--- config.mk ---
export PLATFORM = sky130hd
export DESIGN_NAME = lirq_combiner
export DESIGN_NICKNAME = d
export VERILOG_FILES = /design/src/rtl/lirq_pkg.sv /design/src/rtl/lirq_sync.sv /design/src/rtl/lirq_source.sv /design/src/rtl/lirq_regs.sv /design/src/rtl/lirq_combiner.sv
export SDC_FILE = /design/constraint.sdc
export NUM_CORES = 1
export LEC_CHECK = 0
export BUFFER_PORTS_ARGS = -buffer_cell sky130_fd_sc_hd__buf_2
export CORE_ASPECT_RATIO = 0.75
export CORE_MARGIN = 3
export CORE_UTILIZATION = 47
export DETAILED_ROUTE_END_ITERATION = 6
export GPL_TIMING_DRIVEN = 1
export PLACE_DENSITY = 0.83
export RECOVER_POWER = 25
export SYNTH_ARGS = -nofsm -noshare
export SYNTH_HDL_FRONTEND = slang
export SYNTH_SLANG_ARGS = --single-unit
--- constraint.sdc ---
create_clock -name clk -period 2.92 [get_ports clk]
set_clock_uncertainty 0.15 [all_clocks]
set_input_delay 0.584 -clock clk [delete_from_list [all_inputs] [get_ports clk]]
set_output_delay 0.584 -clock clk [all_outputs]
set_load 0.02 [all_outputs]
--- src/rtl/lirq_pkg.sv ---
package lirq_pkg;
  localparam int CTL_W  = 32;
  localparam int NSRC   = 2;
  localparam int GEN_POS = 6;
  localparam int SW_POS  = 7;
  localparam int LINE_W  = 8;

  // Control word layout: per-source fields computed from the source index.
  function automatic int en_pos(input int i);
    return 3 * i;
  endfunction

  function automatic int pol_pos(input int i);
    return 3 * i + 1;
  endfunction

  function automatic int stat_pos(input int i);
    return 3 * i + 2;
  endfunction

  function automatic int mode_pos(input int i);
    return 8 + i;
  endfunction

  function automatic int clr_pos(input int i);
    return 10 + i;
  endfunction

  // Level match: pol=1 active-high, pol=0 active-low.
  function automatic logic level_hit(input logic s, input logic pol);
    return pol ? s : ~s;
  endfunction

  typedef struct packed {
    logic en;
    logic pol;
    logic edge_mode;
  } src_cfg_t;
endpackage

--- src/rtl/lirq_sync.sv ---
module lirq_sync #(
  parameter int STAGES = 2
) (
  input  logic clk,
  input  logic rst_n,
  input  logic d,
  output logic q
);
  logic [STAGES-1:0] chain;

  generate
    for (genvar k = 0; k < STAGES; k++) begin : g_stage
      if (k == 0) begin : g_first
        always_ff @(posedge clk or negedge rst_n) begin
          if (!rst_n) chain[k] <= 1'b0;
          else        chain[k] <= d;
        end
      end else begin : g_next
        always_ff @(posedge clk or negedge rst_n) begin
          if (!rst_n) chain[k] <= 1'b0;
          else        chain[k] <= chain[k-1];
        end
      end
    end
  endgenerate

  assign q = chain[STAGES-1];
endmodule

--- src/rtl/lirq_source.sv ---
module lirq_source
  import lirq_pkg::*;
(
  input  logic     clk,
  input  logic     rst_n,
  input  logic     pin_s,
  input  src_cfg_t cfg,
  input  logic     gen,
  input  logic     clr_pulse,
  output logic     rise,
  output logic     active
);
  logic prev_q;
  logic latch_q;
  logic latch_d;
  logic armed;

  assign rise  = pin_s & ~prev_q;
  assign armed = cfg.en & gen & cfg.edge_mode;

  always_comb begin
    if (armed) latch_d = (latch_q & ~clr_pulse) | rise;
    else       latch_d = 1'b0;
  end

  always_ff @(posedge clk or negedge rst_n) begin
    if (!rst_n) begin
      prev_q  <= 1'b0;
      latch_q <= 1'b0;
    end else begin
      prev_q  <= pin_s;
      latch_q <= latch_d;
    end
  end

  assign active = cfg.edge_mode ? latch_q : (cfg.en & level_hit(pin_s, cfg.pol));

  p_latch_holds_r5: assert property (@(posedge clk) disable iff (!rst_n)
    (armed && latch_q && !clr_pulse) |=> latch_q);
  p_edge_sets_r5: assert property (@(posedge clk) disable iff (!rst_n)
    (armed && rise) |=> latch_q);
  p_clear_write_r6: assert property (@(posedge clk) disable iff (!rst_n)
    (clr_pulse && !rise) |=> !latch_q);
  p_disable_clears_r7: assert property (@(posedge clk) disable iff (!rst_n)
    (!cfg.en || !gen) |=> !latch_q);
endmodule

--- src/rtl/lirq_regs.sv ---
module lirq_regs
  import lirq_pkg::*;
#(
  parameter logic [LINE_W-1:0] PIN_VALUE = 8'h01
) (
  input  logic             clk,
  input  logic             rst_n,
  input  logic             wr_en,
  input  logic             addr,
  input  logic [CTL_W-1:0] wdata,
  input  logic [NSRC-1:0]  status,
  output logic [CTL_W-1:0] rdata,
  output logic [NSRC-1:0]  en_q,
  output logic [NSRC-1:0]  pol_q,
  output logic [NSRC-1:0]  mode_q,
  output logic [NSRC-1:0]  clr_pulse,
  output logic             gen_q,
  output logic             sw_q
);
  logic [LINE_W-1:0] line_q;
  logic              ctl_wr;
  logic              aux_wr;

  assign ctl_wr = wr_en & ~addr;
  assign aux_wr = wr_en & addr;

  always_ff @(posedge clk or negedge rst_n) begin
    if (!rst_n) begin
      en_q   <= '0;
      pol_q  <= '0;
      mode_q <= '0;
      gen_q  <= 1'b0;
      sw_q   <= 1'b0;
      line_q <= '0;
    end else begin
      if (ctl_wr) begin
        for (int i = 0; i < NSRC; i++) begin
          en_q[i]   <= wdata[en_pos(i)];
          pol_q[i]  <= wdata[pol_pos(i)];
          mode_q[i] <= wdata[mode_pos(i)];
        end
        gen_q <= wdata[GEN_POS];
        sw_q  <= wdata[SW_POS];
      end
      if (aux_wr) line_q <= wdata[LINE_W-1:0];
    end
  end

  always_comb begin
    for (int i = 0; i < NSRC; i++) clr_pulse[i] = ctl_wr & wdata[clr_pos(i)];
  end

  always_comb begin
    rdata = '0;
    if (!addr) begin
      for (int i = 0; i < NSRC; i++) begin
        rdata[en_pos(i)]   = en_q[i];
        rdata[pol_pos(i)]  = pol_q[i];
        rdata[stat_pos(i)] = status[i];
        rdata[mode_pos(i)] = mode_q[i];
      end
      rdata[GEN_POS] = gen_q;
      rdata[SW_POS]  = sw_q;
    end else begin
      rdata[2*LINE_W-1:0] = {PIN_VALUE, line_q};
    end
  end

  p_line_write_r9: assert property (@(posedge clk) disable iff (!rst_n)
    aux_wr |=> (line_q == $past(wdata[LINE_W-1:0])));
  p_aux_keeps_ctl_r9: assert property (@(posedge clk) disable iff (!rst_n)
    aux_wr |=> ($stable(gen_q) && $stable(sw_q) && $stable(en_q)));
endmodule

--- src/rtl/lirq_combiner.sv ---
module lirq_combiner
  import lirq_pkg::*;
#(
  parameter int                SYNC_STAGES = 2,
  parameter logic [LINE_W-1:0] PIN_VALUE   = 8'h01
) (
  input  logic             clk,
  input  logic             rst_n,
  input  logic [NSRC-1:0]  lint_i,
  input  logic             wr_en,
  input  logic             addr,
  input  logic [CTL_W-1:0] wdata,
  output logic [CTL_W-1:0] rdata,
  output logic             irq_n
);
  logic [NSRC-1:0] pin_s;
  logic [NSRC-1:0] rise;
  logic [NSRC-1:0] status;
  logic [NSRC-1:0] en_q, pol_q, mode_q, clr_pulse;
  logic            gen_q, sw_q;
  logic            irq_req;

  lirq_regs #(.PIN_VALUE(PIN_VALUE)) u_regs (
    .clk(clk), .rst_n(rst_n), .wr_en(wr_en), .addr(addr), .wdata(wdata),
    .status(status), .rdata(rdata), .en_q(en_q), .pol_q(pol_q),
    .mode_q(mode_q), .clr_pulse(clr_pulse), .gen_q(gen_q), .sw_q(sw_q)
  );

  generate
    for (genvar i = 0; i < NSRC; i++) begin : g_src
      src_cfg_t cfg;
      assign cfg = '{en: en_q[i], pol: pol_q[i], edge_mode: mode_q[i]};

      lirq_sync #(.STAGES(SYNC_STAGES)) u_sync (
        .clk(clk), .rst_n(rst_n), .d(lint_i[i]), .q(pin_s[i])
      );

      lirq_source u_src (
        .clk(clk), .rst_n(rst_n), .pin_s(pin_s[i]), .cfg(cfg), .gen(gen_q),
        .clr_pulse(clr_pulse[i]), .rise(rise[i]), .active(status[i])
      );
    end
  endgenerate

  assign irq_req = gen_q & ((|status) | sw_q);

  always_ff @(posedge clk or negedge rst_n) begin
    if (!rst_n) irq_n <= 1'b1;
    else        irq_n <= ~irq_req;
  end

  p_gen_gates_r3: assert property (@(posedge clk) disable iff (!rst_n)
    !gen_q |=> irq_n);
  p_req_drives_r3: assert property (@(posedge clk) disable iff (!rst_n)
    (gen_q && (|status)) |=> !irq_n);
  p_sw_request_r8: assert property (@(posedge clk) disable iff (!rst_n)
    (gen_q && sw_q) |=> !irq_n);
  p_idle_release_r4: assert property (@(posedge clk) disable iff (!rst_n)
    (!(|status) && !sw_q) |=> irq_n);
endmodule

**Word-level counts from Yosys, hierarchy flattened**

Cells that the tools add are included.

- Output and inout bits: 33
- Register bits after elaboration: 25
- Word-level logic and storage cells: 49

- Reduce and logical (&&, ||, !) cells: 1
- Mux-type cells: 7
- Bitwise logic cells: 26

Operators with widths:

| operator | count |
|---|---|
| $and A1 B1 Y1 | 15 |
| $mux W10 | 1 |
| $not A1 Y1 | 8 |
| $mux W1 | 6 |
| $or A1 B1 Y1 | 3 |
| $reduce_or A2 Y1 | 1 |

**Depth between registers and ports, before layout**

- Depth in word-level cells: 8
- Depth in mapped cells: 4
- Gate-level depth less buffers: 3

**Modules after synthesis**

From an unflattened synthesis, not the netlist that was laid out.

- Cells, all modules: 95
- Area, all modules: 1277.5 sq um

Modules (own cells, without submodules):

| module | cells an instance | sequential area each (sq um) | times used | area an instance (sq um) |
|---|---|---|---|---|
| lirq_regs | 71 | 400.4 | 1 | 928.4 |
| lirq_source | 9 | 50.0 | 2 | 105.1 |
| lirq_sync | 2 | 50.0 | 2 | 50.0 |
| lirq_combiner | 2 | 26.3 | 1 | 38.8 |

**Worst setup path before layout**

No wires, ideal clock.

- Kind: input to output
- Start: input port addr
- End: output port rdata[2]
- Data required time: 2.186 ns
- Slack: 0.940 ns
- Cell stages on the path: 2
- Buffers on the path: 1
- Arrival time: 1.246 ns
- Cell sequence: buf_2 o21ai_0

- Longest elaborated chain between the ends: 1

RTL lines:

| item | RTL line | RTL |
|---|---|---|
| start: declaration | lirq_combiner.sv:11 | `input logic addr,` |
| $mux W10 | lirq_regs.sv:55 | `if (!addr) begin` |
| end: declaration | lirq_combiner.sv:13 | `output logic [CTL_W-1:0] rdata,` |

Every way passes these cells.

**Worst setup path in the final report**

- Start: register u_regs.pol_q[1]
- End: output port rdata[5]

- Longest elaborated chain between the ends: 4

RTL lines:

| item | RTL line | RTL |
|---|---|---|
| start: declaration | lirq_regs.sv:14 | `output logic [NSRC-1:0] pol_q,` |
| start signal: indexed assignment | lirq_regs.sv:39 | `pol_q[i] <= wdata[pol_pos(i)];` |
| $mux W1 | lirq_pkg.sv:31 | `return pol ? s : ~s;` |
| $and A1 B1 Y1 | lirq_source.sv:36 | `assign active = cfg.edge_mode ? latch_q : (cfg.en & level_hit(pin_s, cfg.pol));` |
| $mux W1 | lirq_source.sv:36 |  |
| $mux W10 | lirq_regs.sv:55 |  |

Every way passes these cells.

==> flow_summary.yaml <==
outcome:
  status: "completed"
setup_path:
  worst-path-buf-inv: 1
  crit_family: "flip-flops"
  worstSetupStartpoint: "u_regs.pol_q[1]"
  critPathLaunchType: "flop"
  cp_cell_sequence: "xor2_1, o21ai_0, mux2_2, buf_2"
  cp_slowest_cell: "dfrtp_1"
  reg2reg_slack_ns: 1.68
  crit_arrival_ns: 1.59
  slowest_delay_ns: 0.44
  cp.required_ns: 2.19
  r2r_cells: 3
  endpoint_kind: "output pin"
  r2r_start: "u_regs.pol_q[1]"
  r2r-end: "irq_n"
  critPathKind: "reg -> out"
  crit_fanout: 3
detailed_routing:
  vias_per_cell: 4.53
  ant_nets: 0
  num_vias: 711
  routed_wl_mm: 2.19
  drt-initial-drc-count: 28
  firstDrtPassIters: 4
  drc_errors: 0
  wl_per_cell_um: 14.0
die:
  coreArea_mm2: 0.00242
  dieArea_mm2: 0.00334
  die_w_um: 65.7
  rows: 15
  ios: 71
  die_y_um: 50.8
  start_util_pct: 51.9
synthesis:
  syn_avg_cell_area_um2: 13.4
  synthDistinctLibCells: 22
  synthSimpleGateAreaFrac_pct: 4.78
  synth-seq-cells: 25
  synth-async-reset-ratio_pct: 100
  synth_compound_area_share_pct: 6.18
  synth_top_family_by_area: "multiplexers"
  synthMuxAreaShare_pct: 23.0
  synth_edf_count: 0
  synth_area_mm2: 0.00126
  synth_xor_xnor_area_share_pct: 1.39
  yosys.area_share.adder_pct: 0
  synth_ff_type: "dfrtp_1"
  netlist_instances: 94
  yosysWarnings: 0
  yosysSeqAreaShare_pct: 49.9
grt:
  overflow: 0
  antenna_found_initial: 0
  grt_usage_pct: 14.7
  grt_pass1_wl_mm: 3.70
  grt_pass1_vias: 728
  grt_max_degree: 26
timing:
  timing.fmax_ghz: 0.430
  rsz0062_at_grt: "false"
  hold_viol: 0
  fin_crit_sh_pct: 79.7
  maxSlewViolCount: 0
  tightestPinTransition_ns: 1.30
  finalSetupViolCount: 0
  slew_headroom_pct: 13.2
  finalSetupTns_ns: 0
  min_period_ns: 2.33
final_layout:
  final_cell_mix: "27 x buf_2, 24 x dfrtp_1, 22 x conb_1, 15 x mux2_2, 8 x mux2_4"
  final_nets: 162
  drive_gt1_share_pct: 48.0
  num-fill-cells: 224
  finish.utilization_pct: 56.2
  layout_commonest_cell: "buf_2"
  syn_to_final_growth_pct: 8.37
  antennaDiodeCount: 0
clock_network:
  clk_latency_ns: 0.31
  cts_sinks: 25
  clk_pin_slew_worst_paths_ns: 0.13
  post_cts_buffers: 0
  root_buffer: "clkbuf_4"
  cts_buffers: 3
  ctsHoldBuffers: 0
  cts_buffer_depth: 2
  cts.repair.resized: 0
  h-tree-depth: 1
  cts_tree: "built"
place:
  io_buffer_count: 28
  gp_congestion: 0.723
  dp_hpwl_mm: 1.68
power:
  total_power_uw: 766
  power_density_mw_per_mm2: 562
  power.leakage_nw: 0.669
  peakVddDrop_v: 0.000423
hold_path:
  min_to: "g_src[1].u_sync.q"
  hold_depth: 0
  min_path_type: "reg -> reg"
  min_from: "g_src[1].u_sync.chain[0]"
flow_run:
  maxCapViolCount: 0
[power by group]
group          switching [mW]  internal [mW]
Sequential             0.0313          0.389
Combinational           0.108         0.0883
Clock                  0.0961         0.0533
Total                   0.236          0.530
[registers in the layout (all words and copies together), names as in the netlist]
| signal | count |
|---|---|
| u_regs.line_q | 8 |
| g_src.u_src.latch_q | 2 |
| g_src.u_src.prev_q | 2 |
| g_src.u_sync.chain | 2 |
| g_src.u_sync.q | 2 |
| u_regs.en_q | 2 |
| u_regs.mode_q | 2 |
| u_regs.pol_q | 2 |
| irq_n | 1 |
| u_regs.gen_q | 1 |
| u_regs.sw_q | 1 |
[cells by family after synthesis]
| family | count (synthesis) |
|---|---|
| AO/OA/AOI/OAI | 9 |
| XOR/XNOR | 2 |
| buffers and inverters | 24 |
| flip-flops | 25 |
| multiplexers | 23 |
| other | 1 |
| AND/OR/NAND/NOR | 10 |
[routing by layer]
layer	vias up	routed length, um	global-route usage (%)
met4	0	23	3.10
met5	-	0	0
met1	342	997	19.9
li1	336	-	-
met2	31	1000	22.8
met3	2	170	4.92
[synth_stat cells, types with 2 or more instances]
cell	n	area, um2
o2111a_1	2	22.5
a21boi_2	2	22.5
nor2b_1	4	25.0
buf_4	22	165
nand2_1	2	7.51
dfrtp_1	24	601
mux2_2	15	169
o21ai_0	2	10.0
mux2_4	8	120
[worst max path at each step]
stage / to / cells past startpoint
3_3_place_gp: rdata[3] / 3
2_1_floorplan: rdata[2] / 2
3_5_place_dp: rdata[0] / 3
4_1_cts: rdata[5] / 4
5_1_grt: rdata[5] / 4
6_report: rdata[5] / 4
[area by class of cell]
cell class                 count  area [um2]  share of cell area (%)
clock buffer                   4        26.3                    1.93
multi-input combinational     66         527                    38.7
sequential                    25         627                    46.0
tap                           34        42.5                    3.12
timing repair buffer          28         139                    10.2
[metrics by stage]
stage	setup WS, ns	hold WS (ns)	std cells	instance area (um2)
6_report	0.592	0.214	157	1360
5_1_grt	0.498	0.197	157	1360
4_1_cts	0.591	0.0956	157	1360
3_5_place_dp	0.763	0.192	153	1340
3_3_place_gp	0.810	0.184	153	1340
2_1_floorplan	0.940	0.138	115	1340
No activity file was read; power rests on OpenSTA's default activity.
